File: src/rtl/gpio_port_ctl.sv
module gpio_port_ctl #(
  parameter int W      = 8,
  parameter int PD_PIN = 1,
  parameter int S0_PIN = 4,
  parameter int S1_PIN = 5,
  parameter int TX_PIN = 6,
  parameter int RX_PIN = 7
) (
  input  logic         clk,
  input  logic         rst_n,
  input  logic         por_active,
  input  logic         reg_we,
  input  logic [2:0]   reg_addr,
  input  logic [W-1:0] reg_wdata,
  output logic [W-1:0] reg_rdata,
  input  logic [W-1:0] pad_in,
  output logic [W-1:0] pad_oe,
  output logic [W-1:0] pad_out,
  output logic [W-1:0] pad_pu,
  output logic [W-1:0] pad_pd,
  input  logic         ser_en,
  input  logic         ser_s0_oe,
  input  logic         ser_s0_out,
  output logic         ser_s0_in,
  input  logic         ser_s1_oe,
  input  logic         ser_s1_out,
  output logic         ser_s1_in,
  input  logic         uart_tx_en,
  input  logic         uart_tx,
  input  logic         uart_rx_en,
  output logic         uart_rx
);

  localparam logic [2:0] A_DIR = 3'd0;
  localparam logic [2:0] A_DAT = 3'd1;
  localparam logic [2:0] A_OD  = 3'd2;
  localparam logic [2:0] A_PUS = 3'd3;
  localparam logic [2:0] A_IN  = 3'd4;

  logic [W-1:0] dir_q, dat_q, od_q, pus_q;
  logic [W-1:0] sync1_q, sync2_q;

  always_ff @(posedge clk or negedge rst_n) begin
    if (!rst_n) begin
      dir_q <= '0;
      dat_q <= '0;
      od_q  <= '0;
      pus_q <= '1;
    end else if (reg_we) begin
      case (reg_addr)
        A_DIR:   dir_q <= reg_wdata;
        A_DAT:   dat_q <= reg_wdata;
        A_OD:    od_q  <= reg_wdata;
        A_PUS:   pus_q <= reg_wdata;
        default: ;
      endcase
    end
  end

  always_ff @(posedge clk or negedge rst_n) begin
    if (!rst_n) begin
      sync1_q <= '0;
      sync2_q <= '0;
    end else begin
      sync1_q <= pad_in;
      sync2_q <= sync1_q;
    end
  end

  always_comb begin
    case (reg_addr)
      A_DIR:   reg_rdata = dir_q;
      A_DAT:   reg_rdata = dat_q;
      A_OD:    reg_rdata = od_q;
      A_PUS:   reg_rdata = pus_q;
      A_IN:    reg_rdata = sync2_q;
      default: reg_rdata = '0;
    endcase
  end

  assign ser_s0_in = sync2_q[S0_PIN];
  assign ser_s1_in = sync2_q[S1_PIN];
  assign uart_rx   = uart_rx_en ? sync2_q[RX_PIN] : 1'b1;

  for (genvar i = 0; i < W; i++) begin : g_pin
    logic drv, odm, val;
    always_comb begin
      drv = dir_q[i];
      odm = od_q[i];
      val = dat_q[i];
      if (i == S0_PIN && ser_en) begin
        drv = ser_s0_oe;
        odm = 1'b1;
        val = ser_s0_out;
      end else if (i == S1_PIN && ser_en) begin
        drv = ser_s1_oe;
        odm = 1'b1;
        val = ser_s1_out;
      end else if (i == TX_PIN && uart_tx_en) begin
        drv = 1'b1;
        val = uart_tx;
      end else if (i == RX_PIN && uart_rx_en) begin
        drv = 1'b0;
      end
    end
    logic por_here;
    assign por_here   = (i == PD_PIN) ? por_active : 1'b0;
    assign pad_oe[i]  = drv & (~odm | ~val);
    assign pad_out[i] = val & ~odm;
    assign pad_pu[i]  = pus_q[i] & (~drv | (odm & val)) & ~por_here;
    assign pad_pd[i]  = por_here;
  end

  logic [1:0] age_q;
  always_ff @(posedge clk or negedge rst_n) begin
    if (!rst_n) age_q <= '0;
    else if (age_q != 2'd2) age_q <= age_q + 2'd1;
  end


  pu_oe_excl_chk: assert property (@(posedge clk) disable iff (!rst_n)
    (pad_oe & pad_pu) == '0);


  por_pull_chk: assert property (@(posedge clk) disable iff (!rst_n)
    por_active |-> (!pad_pu[PD_PIN] && pad_pd[PD_PIN]));


  pd_idle_chk: assert property (@(posedge clk) disable iff (!rst_n)
    !por_active |-> (pad_pd == '0));


  sync_lat_chk: assert property (@(posedge clk) disable iff (!rst_n)
    (age_q == 2'd2) |-> (sync2_q == $past(pad_in, 2)));


  ser_release_chk: assert property (@(posedge clk) disable iff (!rst_n)
    (ser_en && !ser_s0_oe) |-> !pad_oe[S0_PIN]);


  ser_od_chk: assert property (@(posedge clk) disable iff (!rst_n)
    ser_en |-> (!pad_out[S0_PIN] && !pad_out[S1_PIN]));


  rx_input_chk: assert property (@(posedge clk) disable iff (!rst_n)
    uart_rx_en |-> !pad_oe[RX_PIN]);


  wr_take_chk: assert property (@(posedge clk) disable iff (!rst_n)
    (reg_we && reg_addr == A_DIR) |=> (dir_q == $past(reg_wdata)));

endmodule

File: config.mk
export PLATFORM = sky130hd
export DESIGN_NAME = gpio_port_ctl
export DESIGN_NICKNAME = d
export VERILOG_FILES = /design/src/rtl/gpio_port_ctl.sv
export SDC_FILE = /design/constraint.sdc
export NUM_CORES = 1
export LEC_CHECK = 0
export BUFFER_PORTS_ARGS = -buffer_cell sky130_fd_sc_hd__buf_2
export CAP_MARGIN = 20
export CORE_ASPECT_RATIO = 0.9
export CORE_MARGIN = 1
export CORE_UTILIZATION = 50
export CTS_CLUSTER_DIAMETER = 40
export CTS_CLUSTER_SIZE = 12
export DETAILED_ROUTE_END_ITERATION = 12
export PLACE_DENSITY = 0.8
export SLEW_MARGIN = 25
export SYNTH_ARGS = -nofsm -noshare
export SYNTH_HDL_FRONTEND = slang
export SYNTH_SLANG_ARGS = --single-unit
export TNS_END_PERCENT = 100
File: constraint.sdc
create_clock -name clk -period 1.05 [get_ports clk]
set_input_delay 0 -clock clk [delete_from_list [all_inputs] [get_ports clk]]
set_output_delay 0 -clock clk [all_outputs]
set_load 0.05 [all_outputs]
==> results of run 1 <==
[path summary, 6_finish.rpt]
path,startpoint,endpoint,slack [ns],cells past startpoint
max,od_q[7],reg_rdata[7],-0.48,4
min,rst_n,dir_q[1],0.20,3
max reg2reg,dat_q[5],dat_q[5],-0.07,4
min reg2reg,sync1_q[4],sync2_q[4],0.36,0
max in group asynchronous,rst_n,pus_q[6],0.55,3
min in group clk,reg_we,pus_q[1],0.22,3
[cell type report]
| cell class | count | area (sq um) | area share [%] |
|---|---|---|---|
| diodes | 1 | 2.50 | 0.0630 |
| clock buffers | 6 | 82.6 | 2.08 |
| clock inverters | 2 | 15.0 | 0.378 |
| inverters | 2 | 7.51 | 0.189 |
| multi-input cells | 114 | 1480 | 37.2 |
| flip-flops and latches | 48 | 1220 | 30.6 |
| well taps | 60 | 75.1 | 1.89 |
| repair buffers | 123 | 1100 | 27.6 |
[kinds of logic after synthesis]
group | Yosys count
DFF | 48
and+or+nand+nor | 32
muxes | 40
other | 1
buffers and inverters | 19
AOI/OAI and AO/OA | 35
[per-stage QoR]
stage / TNS (ns) / instances / worst slack, ns
floorplan: -2.23 / 181 / -0.164
global placement: -9.41 / 325 / -0.367
detailed placement: -10.14 / 325 / -0.426
CTS: -7.19 / 352 / -0.405
global route: -9.95 / 356 / -0.490
finish: -9.12 / 356 / -0.476
[flip-flops by register name, indices dropped and copies added, names as in the netlist]
signal / cells
sync1_q: 8
dir_q: 8
dat_q: 8
pus_q: 8
od_q: 8
sync2_q: 8
[critical path, stage by stage (launching register included)]
cell and delay, ns:
dfrtp_1 0.44, mux2_2 0.30, a32oi_2 0.23, o21ai_4 0.09, buf_6 0.16
[what timing repair did]
| action | CTS | global route |
|---|---|---|
| setup buffers | 3 | 5 |
| setup endpoints to repair | 36 | 43 |
| pin swaps | 19 | 13 |
| hold endpoints to repair | 87 | 0 |
| gates resized for setup | 97 | 23 |
| hold buffers | 17 | 0 |
[power breakdown]
group	leakage [nW]	total [mW]	internal, mW	switching [mW]
clock	0.0434	1.17	0.534	0.632
sequential	0.553	2.57	2.21	0.362
combinational	1.18	3.65	1.67	1.98
[metal layers]
metal	vias to the layer above	global-route usage [%]	wire, um
met3	50	5.83	546
met2	139	62.0	4490
li1	862	-	-
met5	-	0	0
met1	1081	37.7	3050
met4	0	13.5	505
[layout by cell type (no fill, tap or decap), types with 2 or more instances in the layout]
cell type      count
dlygate4sd3_1     17
buf_8              4
a32oi_2            5
nand2_2            2
clkbuf_8           6
conb_1             7
nand2_1            3
buf_12             2
dfrtp_2            5
buf_4             25
clkinvlp_4         2
nor4b_4            2
nor2b_4            9
nor2b_1            2
a32oi_4            3
mux2_4            17
a21boi_4           4
o21ai_4            8
nor3b_4            3
a22oi_1            6
mux2_2            23
dfstp_2            8
buf_2             33
o221a_4            2
dfrtp_1           35
nor2b_2            3
buf_6             42
nand2_4            2
==> key figures, run 1 <==
CTS
  • Sinks on Clock Net: 48
  • Total number of H-tree levels: 2
  • Total clock buffers created by CTS: 5
  • Clock insertion delay at the later pin of the skew report: 0.30 ns
  • Clock transition at the registers of the reported paths: 0.09 ns
  • Clock root buffer: clkbuf_8
  • TritonCTS clock tree: yes
  • Maximum clock path buffer count: 2

STA
  • Slew at the pin with the worst max-slew slack: 0.638 ns
  • Worst hold margin: 0.204 ns
  • Period Utilization, post-route: 145%
  • Max-slew headroom at the worst pin: between 50% and 60%
  • Count of endpoints failing hold in the final timing report: 0
  • Final slew viol count: 0
  • Highest clock frequency the design can meet: 655 MHz
  • RSZ-0062 raised after global routing: yes
  • Tmin final: 1.53 ns
  • Setup-failing EPs final: 42
  • Worst clock skew: 0.00709 ns
  • Post-route setup slack: -0.476 ns

Placed design
  • Cell area after placement: 3210 sq um
  • Port Buf Inserts: 66
  • GP Congestion: 0.765
  • DP HPWL: 4160 um

Hold path
  • Hold Path Class: in2async

Yosys
  • Top cells by count, synth: dfrtp_1, mux2_2, nor2b_1
  • Prevailing post-synth register cell: dfrtp_1
  • Basic-gate share of the synthesized area counting and, or, nand and nor cells: 10.3%
  • Gate count after technology mapping: 175
  • Synth Area per Inst: ~13 sq um
  • Post-synth EDFFs: 0
  • Multiplexer fraction of the synthesized cell area: 20.0%
  • #FFs+latches synth: 48
  • Async S/R FF share, synth: 100%
  • Cell Area, Synth: between 2000 and 2500 sq um
  • Library cell with the largest summed area after synthesis: dfrtp_1
  • Number of warnings reported in the yosys synthesis log: 0
  • XOR/XNOR share of the synthesized area: 0%
  • Main combinational cell family by area after synthesis: multiplexers
  • Sequential fraction of the synthesis area: between 50% and 60%
  • Complex-gate fraction of the synthesized area: between 10% and 20%
  • Share of the synthesized area in the top cell type: between 40 and 50%
  • Fraction of the mapped netlist area in adder cells: 0%
  • Unique masters post-synth: 27
  • Main area contributors after synthesis: dfrtp_1, mux2_2, dfstp_2

Drt
  • Vias: roughly 2100
  • Pre-Repair DR Iteration Count: 4
  • Remaining antenna violation count after routing: 0
  • Per-cell routed wire length: 24.1 um
  • Total wire length: 8600 um
  • Vias per inst: 5.99
  • DRC marker count from the first detailed-route iteration: ~140
  • Post-route DRC: 0

GRT
  • Initial antenna violation count: 1
  • Pin count of the biggest net entering global routing: a little under 50
  • Final global-route overflow total: 0
  • First-pass GRT wire length: around 11000 um
  • Via count of the first global-routing pass: 2219
  • GRT Util Overall: 33.4%

Floorplanning
  • Vertical extent of the die: 65.7 um
  • Number of top-level pins: 74
  • Total Die Area: 4780 sq um
  • Placeable Area: 4210 sq um
  • Die X-Extent: 72.8 um
  • FP Rows: 22
  • Initial Util: 53.5%

Finish
  • Share of post-route cells with drive strength above 1: 74.6%
  • Layout area overhead: 76.3%
  • Summed area of non-filler cells in the final layout: 3970 sq um
  • Core occupancy in the finished layout: 94.3%
  • Layout fillers: 105
  • Post-layout nets: 325

Status
  • Failing checks: negative setup slack
  • Run status: finished, violations left

Setup path
  • Sort of element at the start of the critical path: flip-flop
  • Maximum fanout along the worst path: 2
  • Sort of element at the end of the critical path: output port
  • Worst EP required: 1.05 ns
  • Arrival time of the worst setup path: ~1.5 ns
  • WS Path Type: reg2out

Run
  • Total of max-cap violations: 0

Power
  • Overall power: 7.38 mW
  • Power Density: 1860 nW/um^2
  • Worst supply voltage drop on vdd: 0.00140 V
  • Leakage: 1.78 nW
(Power assumes the default switching activity.)
==> inputs of run 2 (changes only) <==
- ABC_AREA: unset -> 1
- CORE_UTILIZATION: 50 -> 51
- PLACE_DENSITY: 0.8 -> 0.81
==> key figures, run 2 <==
Status
  • Run status: finished, violations left
  • Failing checks: negative setup slack

Drt
  • Remaining antenna violation count after routing: 0 (unchanged)
  • Pre-Repair DR Iteration Count: 5 (+1)
  • Vias: 2567 (+20%)
  • DRC marker count from the first detailed-route iteration: 252 (+85%)
  • Vias per inst: 5.44 (-9.2%)
  • Total wire length: 7450 um (-13%)
  • Per-cell routed wire length: 15.8 um (-35%)
  • Post-route DRC: 0 (unchanged)

STA
  • Total negative setup slack: -6.65 ns (+2.47 ns)
  • RSZ-0062 raised after global routing: yes
  • Post-route setup slack: -0.352 ns (+0.124 ns)
  • Highest clock frequency the design can meet: 713 MHz (+8.8%)
  • Tmin final: 1.40 ns (-0.124 ns)
  • Worst clock skew: 0.00106 ns (-0.00603 ns)
  • Setup-failing EPs final: 32 (-24%)
  • Final slew viol count: 0 (unchanged)
  • Period Utilization, post-route: 134% (-12 points)
  • Count of endpoints failing hold in the final timing report: 0 (unchanged)

Placed design
  • Port Buf Inserts: 66 (unchanged)
  • DP HPWL: 4130 um (-0.81%)
  • GP Congestion: 0.833 (+8.8%)
  • Instance count after placement with tap cells included: 439 (+35%)
  • Cell area after placement: 3040 sq um (-5.4%)

Yosys
  • Number of warnings reported in the yosys synthesis log: 0 (unchanged)
  • Unique masters post-synth: 24 (-11%)
  • Main area contributors after synthesis: dfrtp_1, nand2_1, dfstp_2
  • Synth Area per Inst: 8.01 sq um (-38%)
  • Main combinational cell family by area after synthesis: simple AND/OR/NAND/NOR gates
  • Async S/R FF share, synth: 100% (unchanged)
  • Post-synth EDFFs: 0 (unchanged)
  • Library cell with the largest summed area after synthesis: dfrtp_1
  • Multiplexer fraction of the synthesized cell area: 0% (-20 points)
  • Basic-gate share of the synthesized area counting and, or, nand and nor cells: 27.3% (+17 points)
  • #FFs+latches synth: 48 (unchanged)
  • Cell with the most instances after synthesis: nand2_1
  • Sequential fraction of the synthesis area: 51.1% (-2.7 points)
  • Prevailing post-synth register cell: dfrtp_1
  • Share of the synthesized area in the top cell type: 42.2% (-2.2 points)
  • Cell Area, Synth: 2370 sq um (+5.3%)
  • XOR/XNOR share of the synthesized area: 0% (unchanged)
  • Complex-gate fraction of the synthesized area: 10.0% (-1.1 points)
  • Gate count after technology mapping: 296 (+69%)
  • Fraction of the mapped netlist area in adder cells: 0% (unchanged)
  • Top cells by count, synth: nand2_1, dfrtp_1, inv_1, o21ai_0, nor2_1

GRT
  • Final global-route overflow total: 0 (unchanged)
  • GRT Util Overall: 29.3% (-4.1 points)
  • Pin count of the biggest net entering global routing: 49 (unchanged)
  • First-pass GRT wire length: 10600 um (-7.0%)
  • Via count of the first global-routing pass: 2295 (+3.4%)
  • Initial antenna violation count: 0 (-1)

Setup path
  • Cells along the critical path: or2_4, nand2_2, buf_6, a21oi_2, buf_6
  • Sort of element at the end of the critical path: output port
  • WS Path Type: reg2out
  • Worst reg2reg startpoint: pus_q[0]
  • Worst reg2reg setup slack: 0.10 ns (+0.17 ns)
  • Worst EP required: 1.05 ns (about the same)
  • Reg2Reg Capture Point: pus_q[0]
  • Sort of element at the start of the critical path: flip-flop
  • Number of cells on the critical path: 5 (+1)
  • Buffers plus inverters on the worst setup path: 2 (+1)
  • Critical-path top delay cell: dfrtp_1
  • Maximum fanout along the worst path: 2 (unchanged)
  • Category of cells accounting for the largest share of critical-path delay: flip-flops
  • Crit path top cell by count: buf_6
  • Worst-case reg-to-reg path depth: 3 (-1)
  • Max incr delay on CP: 0.42 ns (-0.02 ns)
  • Arrival time of the worst setup path: 1.40 ns (-0.13 ns)

CTS
  • Sinks on Clock Net: 48 (unchanged)
  • Clock root buffer: clkbuf_8
  • TritonCTS clock tree: yes
  • Clock transition at the registers of the reported paths: 0.10 ns (about the same)
  • Total number of H-tree levels: 2 (unchanged)
  • Maximum clock path buffer count: 2 (unchanged)
  • Clock insertion delay at the later pin of the skew report: 0.31 ns (about the same)
  • Total clock buffers created by CTS: 5 (unchanged)

Finish
  • Commonest cells after routing, fill and taps aside: nand2_1, buf_2, o21ai_0
  • Count of inserted antenna diode cells: 0 (-1)
  • Layout area overhead: 60.1%
  • Post-layout nets: 440 (+35%)
  • Leading cell type in the layout, fill and taps excluded: nand2_1
  • Summed area of non-filler cells in the final layout: 3800 sq um (-4.4%)
  • Share of post-route cells with drive strength above 1: 48.5% (-26 points)
  • Post-Layout Cell Count: 472 (+33%)

Power
  • Worst supply voltage drop on vdd: 0.00172 V (+23%)
  • Power Density: 1760 nW/um^2 (-5.2%)
  • Overall power: 6.69 mW (-9.4%)
  • Leakage: 1.84 nW (+3.8%)

Floorplanning
  • Number of top-level pins: 74 (unchanged)
  • Die X-Extent: 73.9 um (+1.5%)
  • Initial Util: 53.2% (-0.32 points)
  • Placeable Area: 4460 sq um (+5.9%)
  • FP Rows: 23 (+4.5%)
  • Vertical extent of the die: 66.7 um (+1.5%)
  • Total Die Area: 4930 sq um (+3.1%)

Hold path
  • Hold Path Class: in2reg
  • Worst hold path cell count: 5
  • Destination of the worst hold path: pus_q[1]
  • Startpoint of the tightest hold check path: reg_we

Run
  • Total of max-cap violations: 0 (unchanged)
-- run 2: cell count changes after synthesis, sizes merged, moves of 3 or more --
cell,previous run,this run
inv,2,38
nor2,2,30
nand3,0,23
mux2,40,0
nor2b,14,0
o21ai,9,37
a32oi,8,0
nor3b,3,0
nand4,0,11
nand2,7,74
a22oi,7,0
or2,0,3
-- run 2: how the worst max path moves through the flow --
stage | from | endpoint | slack, ns
2_1_floorplan | od_q[1] | pad_pu[1] | -0.10
6_report | od_q[5] | pad_pu[5] | -0.35
5_1_grt | od_q[4] | reg_rdata[4] | -0.38
4_1_cts | dat_q[5] | pad_pu[5] | -0.31
3_5_place_dp | od_q[4] | pad_oe[4] | -0.11
3_3_place_gp | od_q[4] | pad_oe[4] | -0.07
-- run 2: report_power, final --
group	switching (mW)	total (mW)	leakage, nW	internal (mW)
Sequential	0.258	2.44	0.559	2.18
Combinational	1.71	2.86	1.23	1.14
Clock	0.676	1.39	0.0548	0.718
Total	2.65	6.69	1.84	4.04
-- run 2: what timing repair did --
action / CTS / global route
pin swaps: 33 / 18
gates resized for setup: 110 / 33
buffers inserted: 3 / 5
setup endpoints to repair: 32 / 33
hold endpoints to repair: 77 / 0
hold buffers: 17 / 0
-- run 2: kinds of logic after synthesis --
logic type             after synthesis
and+or+nand+nor                    145
buffers and inverters               57
DFF                                 48
AOI/OAI and AO/OA                   45
other                                1
-- run 2: worst register-to-register path, cell delays in order, from the launching register on --
cell	delay, ns
dfstp_2	0.55
buf_6	0.10
inv_4	0.03
o21ai_0	0.18
-- run 2: cell type report --
| cell class | count | area [sq um] |
|---|---|---|
| Inverter | 38 | 145 |
| Clock inverter | 3 | 46.3 |
| Timing Repair Buffer | 119 | 1090 |
| Clock buffer | 5 | 68.8 |
| Tap cell | 62 | 77.6 |
| Multi-Input combinational cell | 197 | 1150 |
| Sequential cell | 48 | 1220 |
| Fill cell | 227 | 663 |
-- run 2: metrics by stage --
| stage | setup WS [ns] | hold WS (ns) | utilization, % |
|---|---|---|---|
| 4_1_cts | -0.314 | 0.131 | 82.1 |
| 3_5_place_dp | -0.106 | 0.000875 | 68.1 |
| 3_3_place_gp | -0.0748 | -0.00340 | 68.1 |
| 5_1_grt | -0.383 | 0.184 | 85.1 |
| 6_report | -0.352 | 0.139 | 85.1 |
| 2_1_floorplan | -0.102 | -0.296 | - |
-- run 2: per-layer routing --
metal	routed length, um	global-route usage [%]
met2	3840	50.7
met3	563	5.75
met5	0	0
met1	2820	36.4
met4	218	10.3
